==> src/rtl/shv_pkg.sv <==
package shv_pkg;

   typedef enum logic [2:0] {
      SK_NONE,
      SK_SLL,
      SK_SRL,
      SK_SRA,
      SK_RND,
      SK_SAT
   } shv_kind_e;

   typedef enum logic [1:0] {
      SW_BYTE,
      SW_HALF,
      SW_WORD
   } shv_width_e;

   typedef struct packed {
      shv_kind_e  kind;
      shv_width_e width;
      logic       use_reg;
      logic       bad;
   } shv_ctl_t;

endpackage

==> src/rtl/shv_decode.sv <==
module shv_decode
   import shv_pkg::*;
(
   input  logic [4:0] sub_op,
   output shv_ctl_t   ctl
);

   always_comb begin
      ctl.kind    = SK_NONE;
      ctl.width   = SW_BYTE;
      ctl.use_reg = sub_op[1];
      ctl.bad     = 1'b0;
      unique case (sub_op)
         5'h00, 5'h02: begin ctl.kind = SK_SLL; ctl.width = SW_BYTE; end
         5'h01, 5'h03: begin ctl.kind = SK_SRL; ctl.width = SW_BYTE; end
         5'h04, 5'h06: begin ctl.kind = SK_SRA; ctl.width = SW_BYTE; end
         5'h05, 5'h07: begin ctl.kind = SK_RND; ctl.width = SW_BYTE; end
         5'h08, 5'h0A: begin ctl.kind = SK_SLL; ctl.width = SW_HALF; end
         5'h09, 5'h0B: begin ctl.kind = SK_SRA; ctl.width = SW_HALF; end
         5'h0C, 5'h0E: begin ctl.kind = SK_SAT; ctl.width = SW_HALF; end
         5'h0D, 5'h0F: begin ctl.kind = SK_RND; ctl.width = SW_HALF; end
         5'h19, 5'h1B: begin ctl.kind = SK_SRL; ctl.width = SW_HALF; end
         5'h14, 5'h16: begin ctl.kind = SK_SAT; ctl.width = SW_WORD; end
         5'h15, 5'h17: begin ctl.kind = SK_RND; ctl.width = SW_WORD; end
         default: begin
            ctl.bad     = 1'b1;
            ctl.use_reg = 1'b0;
         end
      endcase
   end

endmodule

==> src/rtl/shv_lane.sv <==
module shv_lane
   import shv_pkg::*;
#(
   parameter int W = 8
) (
   input  logic [W-1:0]         x,
   input  logic [$clog2(W)-1:0] amt,
   input  shv_kind_e            kind,
   output logic [W-1:0]         y,
   output logic                 ovf
);

   localparam int AW = $clog2(W);

   logic [2*W-1:0]  wide;
   logic [W:0]      top_bits;
   logic            fits;
   logic signed [W:0] ext;
   logic signed [W:0] pre;
   logic [W:0]      sum;
   logic [AW-1:0]   amt_m1;
   logic [W-1:0]    sat_val;

   // sign-extended left shift: the upper W+1 bits must agree for the result to fit
   assign wide     = {{W{x[W-1]}}, x} << amt;
   assign top_bits = wide[2*W-1:W-1];
   assign fits     = (&top_bits) | ~(|top_bits);
   assign sat_val  = x[W-1] ? {1'b1, {(W-1){1'b0}}} : {1'b0, {(W-1){1'b1}}};

   // rounding path in W+1 bits so the +1 cannot overflow
   assign ext    = $signed({x[W-1], x});
   assign amt_m1 = amt - AW'(1);
   assign pre    = ext >>> amt_m1;
   assign sum    = pre + (W+1)'(1);

   always_comb begin
      y   = '0;
      ovf = 1'b0;
      unique case (kind)
         SK_SLL: begin
            y   = wide[W-1:0];
            ovf = ~fits;
         end
         SK_SRL: y = x >> amt;
         SK_SRA: y = $signed(x) >>> amt;
         SK_RND: y = (amt == '0) ? x : sum[W:1];
         SK_SAT: begin
            y   = fits ? wide[W-1:0] : sat_val;
            ovf = ~fits;
         end
         default: y = '0;
      endcase
   end

endmodule

==> src/rtl/shv_unit.sv <==
module shv_unit
   import shv_pkg::*;
#(
   parameter int DATA_W = 32
) (
   input  logic                       clk,
   input  logic                       rst_n,
   input  logic                       op_valid,
   input  logic [4:0]                 sub_op,
   input  logic [$clog2(DATA_W)-1:0]  imm_amt,
   input  logic [DATA_W-1:0]          amt_reg,
   input  logic [DATA_W-1:0]          src,
   output logic                       res_valid,
   output logic [DATA_W-1:0]          res_data,
   output logic                       res_ovf,
   output logic                       res_illegal
);

   localparam int SH_W   = $clog2(DATA_W);
   localparam int B_W    = DATA_W / 4;
   localparam int H_W    = DATA_W / 2;
   localparam int B_AW   = $clog2(B_W);
   localparam int H_AW   = $clog2(H_W);
   localparam int N_BYTE = DATA_W / B_W;
   localparam int N_HALF = DATA_W / H_W;

   generate
      if (DATA_W < 16 || (DATA_W & (DATA_W - 1)) != 0) begin : g_bad_width
         $error("shv_unit: DATA_W must be a power of two of at least 16");
      end
   endgenerate

   shv_ctl_t            ctl;
   logic [SH_W-1:0]     amt_sel;
   logic [DATA_W-1:0]   byte_y, half_y, word_y;
   logic [N_BYTE-1:0]   byte_ovf;
   logic [N_HALF-1:0]   half_ovf;
   logic                word_ovf;
   logic [DATA_W-1:0]   nxt_data;
   logic                nxt_ovf;

   shv_decode u_dec (
      .sub_op (sub_op),
      .ctl    (ctl)
   );

   assign amt_sel = ctl.use_reg ? amt_reg[SH_W-1:0] : imm_amt;

   generate
      for (genvar i = 0; i < N_BYTE; i++) begin : g_byte
         shv_lane #(.W(B_W)) u_lane (
            .x    (src[i*B_W +: B_W]),
            .amt  (amt_sel[B_AW-1:0]),
            .kind (ctl.kind),
            .y    (byte_y[i*B_W +: B_W]),
            .ovf  (byte_ovf[i])
         );
      end
      for (genvar j = 0; j < N_HALF; j++) begin : g_half
         shv_lane #(.W(H_W)) u_lane (
            .x    (src[j*H_W +: H_W]),
            .amt  (amt_sel[H_AW-1:0]),
            .kind (ctl.kind),
            .y    (half_y[j*H_W +: H_W]),
            .ovf  (half_ovf[j])
         );
      end
   endgenerate

   shv_lane #(.W(DATA_W)) u_word (
      .x    (src),
      .amt  (amt_sel),
      .kind (ctl.kind),
      .y    (word_y),
      .ovf  (word_ovf)
   );

   always_comb begin
      nxt_data = '0;
      nxt_ovf  = 1'b0;
      if (!ctl.bad) begin
         unique case (ctl.width)
            SW_BYTE: begin nxt_data = byte_y; nxt_ovf = |byte_ovf; end
            SW_HALF: begin nxt_data = half_y; nxt_ovf = |half_ovf; end
            SW_WORD: begin nxt_data = word_y; nxt_ovf = word_ovf;  end
            default: begin nxt_data = '0;     nxt_ovf = 1'b0;      end
         endcase
      end
   end

   always_ff @(posedge clk or negedge rst_n) begin
      if (!rst_n) begin
         res_valid   <= 1'b0;
         res_data    <= '0;
         res_ovf     <= 1'b0;
         res_illegal <= 1'b0;
      end else begin
         res_valid   <= op_valid;
         res_ovf     <= op_valid & nxt_ovf;
         res_illegal <= op_valid & ctl.bad;
         if (op_valid) begin
            res_data <= nxt_data;
         end
      end
   end

endmodule

==> config.mk <==
export PLATFORM = sky130hd
export DESIGN_NAME = shv_unit
export DESIGN_NICKNAME = d
export VERILOG_FILES = /design/src/rtl/shv_pkg.sv /design/src/rtl/shv_decode.sv /design/src/rtl/shv_lane.sv /design/src/rtl/shv_unit.sv
export SDC_FILE = /design/constraint.sdc
export NUM_CORES = 1
export LEC_CHECK = 0
export ABC_AREA = 1
export BUFFER_PORTS_ARGS = -buffer_cell sky130_fd_sc_hd__buf_2
export CAP_MARGIN = 0
export CORE_MARGIN = 8
export CORE_UTILIZATION = 25
export CTS_CLUSTER_DIAMETER = 40
export CTS_CLUSTER_SIZE = 40
export DETAILED_ROUTE_END_ITERATION = 12
export PLACE_DENSITY = 0.53
export SLEW_MARGIN = 40
export SYNTH_ARGS = -nofsm -noshare
export SYNTH_HDL_FRONTEND = slang
export SYNTH_SLANG_ARGS = --single-unit
==> constraint.sdc <==
create_clock -name clk -period 0.8 [get_ports clk]
set_clock_uncertainty 0.2 [all_clocks]
set_input_delay 0.04 -clock clk [delete_from_list [all_inputs] [get_ports clk]]
set_output_delay 0.04 -clock clk [all_outputs]
set_load 0.02 [all_outputs]
Word-level counts from Yosys, hierarchy flattened
Index checks and enable logic that the tools add are counted.
- flip-flop bits (word level): 35
- input port bits: 77
- output and inout port bits: 35
- logic and storage cells: 169
- add/subtract/negate cells: 10
- equal/unequal tests: 28
- shift operators: 28
- multiplexer cells: 42
- bitwise logic cells: 23
- reduce and logical (&&, ||, !) cells: 34
- operators with widths (kind ; count):
    $pmux W16 S5 ; 2
    $pmux W32 S5 ; 1
    $pmux W8 S5 ; 4
    $mux W32 ; 4
    $mux W16 ; 6
    $mux W8 ; 12
    $pmux W32 S3 ; 1
    $shl A16 B3 Y16 ; 4
    $shl A32 B4 Y32 ; 2
    $shl A64 B5 Y64 ; 1
    $pmux W5 S11 ; 1
    $eq A5 B4 Y1 const B ; 8
    $add A9 B2 Y9 const B ; 4
    $reduce_and A9 Y1 ; 4
    $reduce_or A9 Y1 ; 4
    $sshr A8 B3 Y9 ; 4
    $add A17 B2 Y17 const B ; 2
    $reduce_and A17 Y1 ; 2
    $reduce_or A17 Y1 ; 2
    $sshr A16 B4 Y17 ; 2
    $add A33 B2 Y33 const B ; 1
    $reduce_and A33 Y1 ; 1
    $reduce_or A33 Y1 ; 1
    $sshr A32 B5 Y33 ; 1
    other kinds (32) ; 91

Logic depth before layout (Yosys ltp)
- depth in word-level cells: 14
- depth in mapped cells: 37
- gate-level depth less buffers: 34

Hierarchy
Synthesis repeated with hierarchy kept, for this count alone.
- cell total of the unflattened synthesis: 4751
- area total of the unflattened synthesis: 23995.5 um2
- modules (own cells, without submodules) (module ; times used ; cells an instance ; area an instance (um2) ; seq. area each (um2)):
    shv_lane at u_word ; 1 ; 1732 ; 8157.8 ; 0.0
    shv_lane at g_half[0].u_lane ... ; 2 ; 765 ; 3821.2 ; 0.0
    shv_lane at g_byte[0].u_lane ... ; 3 ; 289 ; 1467.7 ; 0.0
    shv_unit ; 1 ; 310 ; 2184.6 ; 875.8
    shv_lane at g_byte[2].u_lane ; 1 ; 290 ; 1506.4 ; 0.0
    shv_decode ; 1 ; 22 ; 101.3 ; 0.0

Least setup slack after synthesis
No wires, ideal clock.
- kind: input port to flip-flop
- start: input sub_op[3]
- end: register res_data[21]
- library setup time: 0.117 ns
- arrival time: 4.019 ns
- required time: 0.483 ns
- slack: -3.536 ns
- stages on the path: 36
- buffers on the path: 6
- cells stage by stage: inv_2 nand2_2 nand3_4 nand2_8 nand2_1 nand2_2 inv_2 buf_2 buf_2 clkbuf_1 buf_1 ha_1 clkbuf_1 clkbuf_1 nand3_1 nand2_1 inv_1 nand2_1 nand2_1 nand2_1 nand2_1 inv_1 ha_1 inv_1 nor2_4 nand3_2 nor2_2 nand2_1 nand2_1 nand3_1 nand2_1 nand2_1 nand2_1 nand2_1 nand2_1 nand2_1
- longest elaborated chain between the ends: 12
- elaborated cells between the ends (all ways): 89
- those cells by class: 6 x add/sub; 28 x eq/ne; 12 x shift; 14 x mux; 6 x bitwise; 23 x reduce/logical
- RTL lines (item ; line ; source):
    start, declared ; shv_unit.sv:9 ; input logic [4:0] sub_op,
    branches (longest 11 deep; another with $add A33 B2 Y33) ; - ;
    $mux W32 (*) ; shv_unit.sv:81 ; if (!ctl.bad) begin
    end signal, assigned ; shv_unit.sv:102 ; res_data <= nxt_data;
    end, declared ; shv_unit.sv:14 ; output logic [DATA_W-1:0] res_data,
Every way passes the cells marked *.
A chain may end at the register's enable or synchronous reset.

Worst setup path after layout
- start: input sub_op[0]
- end: register res_data[8]
The elaborated chain is that of the path after synthesis.

==> results.py <==
metrics = {
    "run_status": {
        "outcome": "complete, but fails checks",
        "violations": "hold timing, setup timing",
    },
    "cts": {
        "htreeDepth": 2,
        "cts_tree": "built",
        "cts_sinks": 35,
        "insertion_delay_ns": 0.28,
        "root_buffer": "clkbuf_16",
        "clkTransAtPathRegs_ns": 0.05,
        "cts.path.max_buffers": 2,
        "cts_buffers": 5,
    },
    "timing": {
        "tightest_slew_ns": 0.726,
        "finalCriticalPeriod_ns": 3.70,
        "relSlewSlack": 0.510,
        "fin_crit_sh": 4.62,
        "holdWs_ns": -0.0238,
        "fmax_mhz": 271,
        "finalHoldViolCount": 9,
        "final_max_slew_viol_count": 0,
        "layout_setup_ws_ns": -2.90,
        "rsz0062_at_grt": "true",
        "setup_viol": 69,
    },
    "grt": {
        "grt_usage": 0.328,
        "grt_pass1_wl_um": 181000,
        "grt_pass1_vias": 26600,
        "overflow": 0,
        "antenna_found_initial": 3,
        "grt_max_degree": 60,
    },
    "synthesis": {
        "ys_ff_latch": 35,
        "synth.avg_cell_area_sq_um": 4.72,
        "synthArstFlopShare": 1.00,
        "ys_types": 58,
        "synth_ff_type": "dfrtp_1",
        "ys_seq_area_frac": 0.0541,
        "synth_warnings": 0,
        "synth_cells": 3432,
        "synth_edf_count": 0,
        "synth_nets": 3517,
        "netlist_area_sq_um": 16200,
    },
    "setup_path": {
        "path_max_fanout": 8,
        "cp_data_arrival_time_ns": 3.66,
        "slowest_delay_ns": 0.22,
        "cp_slowest_cell": "nand3_4",
        "worstSetupPathType": "input port to register",
        "critPathRequiredTime_ns": 0.77,
        "worst_setup_path_end_kind": "register",
        "cpMostUsedCell": "nand2_1",
        "start_kind": "input port",
    },
    "finish": {
        "drive_gt1_frac": 0.417,
        "final_core_util": 0.456,
        "stdcell_count": 5309,
        "nets": 4537,
        "syn2layout_area_growth_pct": 80.7,
    },
    "power_and_ir_drop": {
        "switchingPower_w": 0.0258,
        "power.density_nw_per_um2": 1580,
        "max-vdd-ir-drop_mv": 0.836,
        "p_seq_frac": 0.049,
        "pwr-share-clk": 0.048,
        "combPwrFrac": 0.902,
        "switching_share": 0.557,
        "p_int_w": 0.0205,
        "p_leak_nw": 15.3,
    },
    "placement": {
        "gp_congestion": 1.14,
        "placed_cells": 5209,
        "place_hpwl_um": 106000,
        "portBuffers": 84,
    },
    "route": {
        "vias": 29200,
        "drt_first_pass_iters": 7,
        "routed_via_density": 5.49,
        "drt_iter0_drc": 3768,
        "drc": 0,
        "wl_per_cell_um": 24.4,
        "ant_nets": 0,
        "wl_um": 130000,
    },
    "floorplan": {
        "rows": 93,
        "die_w_um": 271,
        "dieArea_sq_um": 73200,
        "coreArea_sq_um": 64200,
        "io_pins": 112,
        "die_h_um": 271,
        "start_util": 0.252,
    },
    "worst_hold_path": {
        "hold_path_class": "input port to register",
    },
    "job": {
        "maxCapViolCount": 0,
    },
}
==> placed cells by master (no fill, tap or decap), types with 6 or more instances in the layout <==
cell type	count
nand3_1	370
nor3_1	14
a211oi_1	6
nand3_4	38
nand2_8	11
buf_6	56
a221oi_1	6
inv_4	7
nand4_1	31
buf_4	1015
xor2_1	13
buf_2	68
o221ai_1	14
nor3_2	7
or2_2	12
inv_1	211
o211ai_1	19
buf_12	48
dfrtp_1	35
nand3_2	163
o21ai_2	17
a31oi_1	17
o21bai_1	9
o21ai_1	43
nand2_2	193
nor2_1	224
nand2_1	1140
clkinv_1	8
inv_2	25
a21oi_2	26
o22ai_1	10
o21ai_0	231
a21oi_1	147
clkbuf_16	10
buf_8	8
nand2_4	46
nor2_2	38
nor2_4	25
nand3b_1	9
==> synthesized netlist by cell type, types with 10 or more instances <==
cell | count | area [sq um]
a21oi_1 | 172 | 861
a31oi_1 | 18 | 113
buf_1 | 19 | 71.3
buf_2 | 57 | 285
buf_4 | 10 | 75.1
clkbuf_1 | 102 | 383
dfrtp_1 | 35 | 876
inv_1 | 226 | 848
inv_2 | 22 | 82.6
nand2_1 | 1361 | 5110
nand2_2 | 20 | 125
nand3_1 | 557 | 2790
nand3_2 | 13 | 130
nand4_1 | 31 | 194
nor2_1 | 275 | 1030
nor2_2 | 10 | 62.6
nor3_1 | 20 | 100
o211ai_1 | 19 | 143
o21ai_0 | 273 | 1370
o21ai_1 | 19 | 95.1
o221ai_1 | 14 | 123
o22ai_1 | 10 | 62.6
or2_2 | 12 | 75.1
xor2_1 | 17 | 149
==> through the flow <==
stage | hold WS, ns | total power, W | instance area [sq um] | setup slack (ns) | setup TNS (ns)
final | -0.0238 | 0.0463 | 29300 | -2.90 | -100.71
after global routing | 0.00112 | 0.0485 | 29300 | -3.07 | -105.98
after CTS | -0.266 | 0.0418 | 27300 | -2.74 | -97.01
after detailed placement | -0.184 | 0.0367 | 25100 | -3.60 | -114.48
after global placement | -0.186 | 0.0369 | 25100 | -3.62 | -114.65
after floorplan | -0.456 | 0.0179 | 16400 | -2.69 | -83.44
==> worst max-delay path, delay by kind of cell <==
kind	cells	cell delay, ns
and+or+nand+nor	21	2.33
buffers and inverters	6	1.03
xor gates and xnor gates	1	0.20
==> flip-flops by register name, indices dropped and copies added (netlist names) <==
name and flops:
res_illegal 1, res_valid 1, res_ovf 1, res_data 32
==> per-layer routing <==
layer / part of all wire / up-vias / GRT usage
met5: 0.00010 / - / 0
met4: 0.084 / 2 / 0.206
met3: 0.10 / 427 / 0.0567
met2: 0.41 / 1756 / 0.496
met1: 0.40 / 13600 / 0.429
li1: - / 13400 / -
==> layout make-up <==
| class | instances | area, sq um |
|---|---|---|
| multi-input combinational | 2945 | 16200 |
| clock buffer | 5 | 125 |
| timing repair inverter | 1 | 7.51 |
| clock inverter | 3 | 43.8 |
| antenna | 1 | 2.50 |
| tap | 855 | 1070 |
| sequential | 35 | 876 |
| fill | 6920 | 34900 |
| inverter | 257 | 1030 |
| timing repair buffer | 1207 | 9960 |
==> final timing paths <==
check                            start            to  slack, ns  cells past startpoint
max                          sub_op[0]   res_data[8]      -2.90                     28
max in group asynchronous        rst_n   res_data[5]       0.16                      3
max reg2reg                res_data[2]   res_data[2]      -0.09                      2
min                           op_valid  res_data[10]      -0.02                      4
min reg2reg                res_data[4]   res_data[4]       0.28                      2
min in group asynchronous        rst_n  res_data[27]       0.04                      3
==> what timing repair did <==
action	4_1_cts	5_1_grt
hold buffers	1	1
pin swaps	76	87
gates resized for setup	401	410
buffers inserted	37	40
hold endpoints to repair	44	1
endpoints found under the setup margin	69	69
gates cloned	7	5
==> cells by family after synthesis <==
| group | share of synthesized area |
|---|---|
| and+or+nand+nor | 0.611 |
| DFF | 0.0541 |
| adders and majority gates | 0.00618 |
| xor gates and xnor gates | 0.0108 |
| buffers and inverters | 0.115 |
| AOI/OAI and AO/OA | 0.203 |
==> power by group through the flow <==
| stage | logic (W) | clock network, W | registers [W] |
|---|---|---|---|
| after CTS | 0.0373 | 0.00225 | 0.00227 |
| after detailed placement | 0.0344 | 0 | 0.00228 |
| after floorplan | 0.0153 | 0 | 0.00260 |
| after global placement | 0.0346 | 0 | 0.00228 |
| after global routing | 0.0439 | 0.00232 | 0.00231 |
| final | 0.0418 | 0.00224 | 0.00228 |
Note: power is estimated with default switching activity, not from simulation.
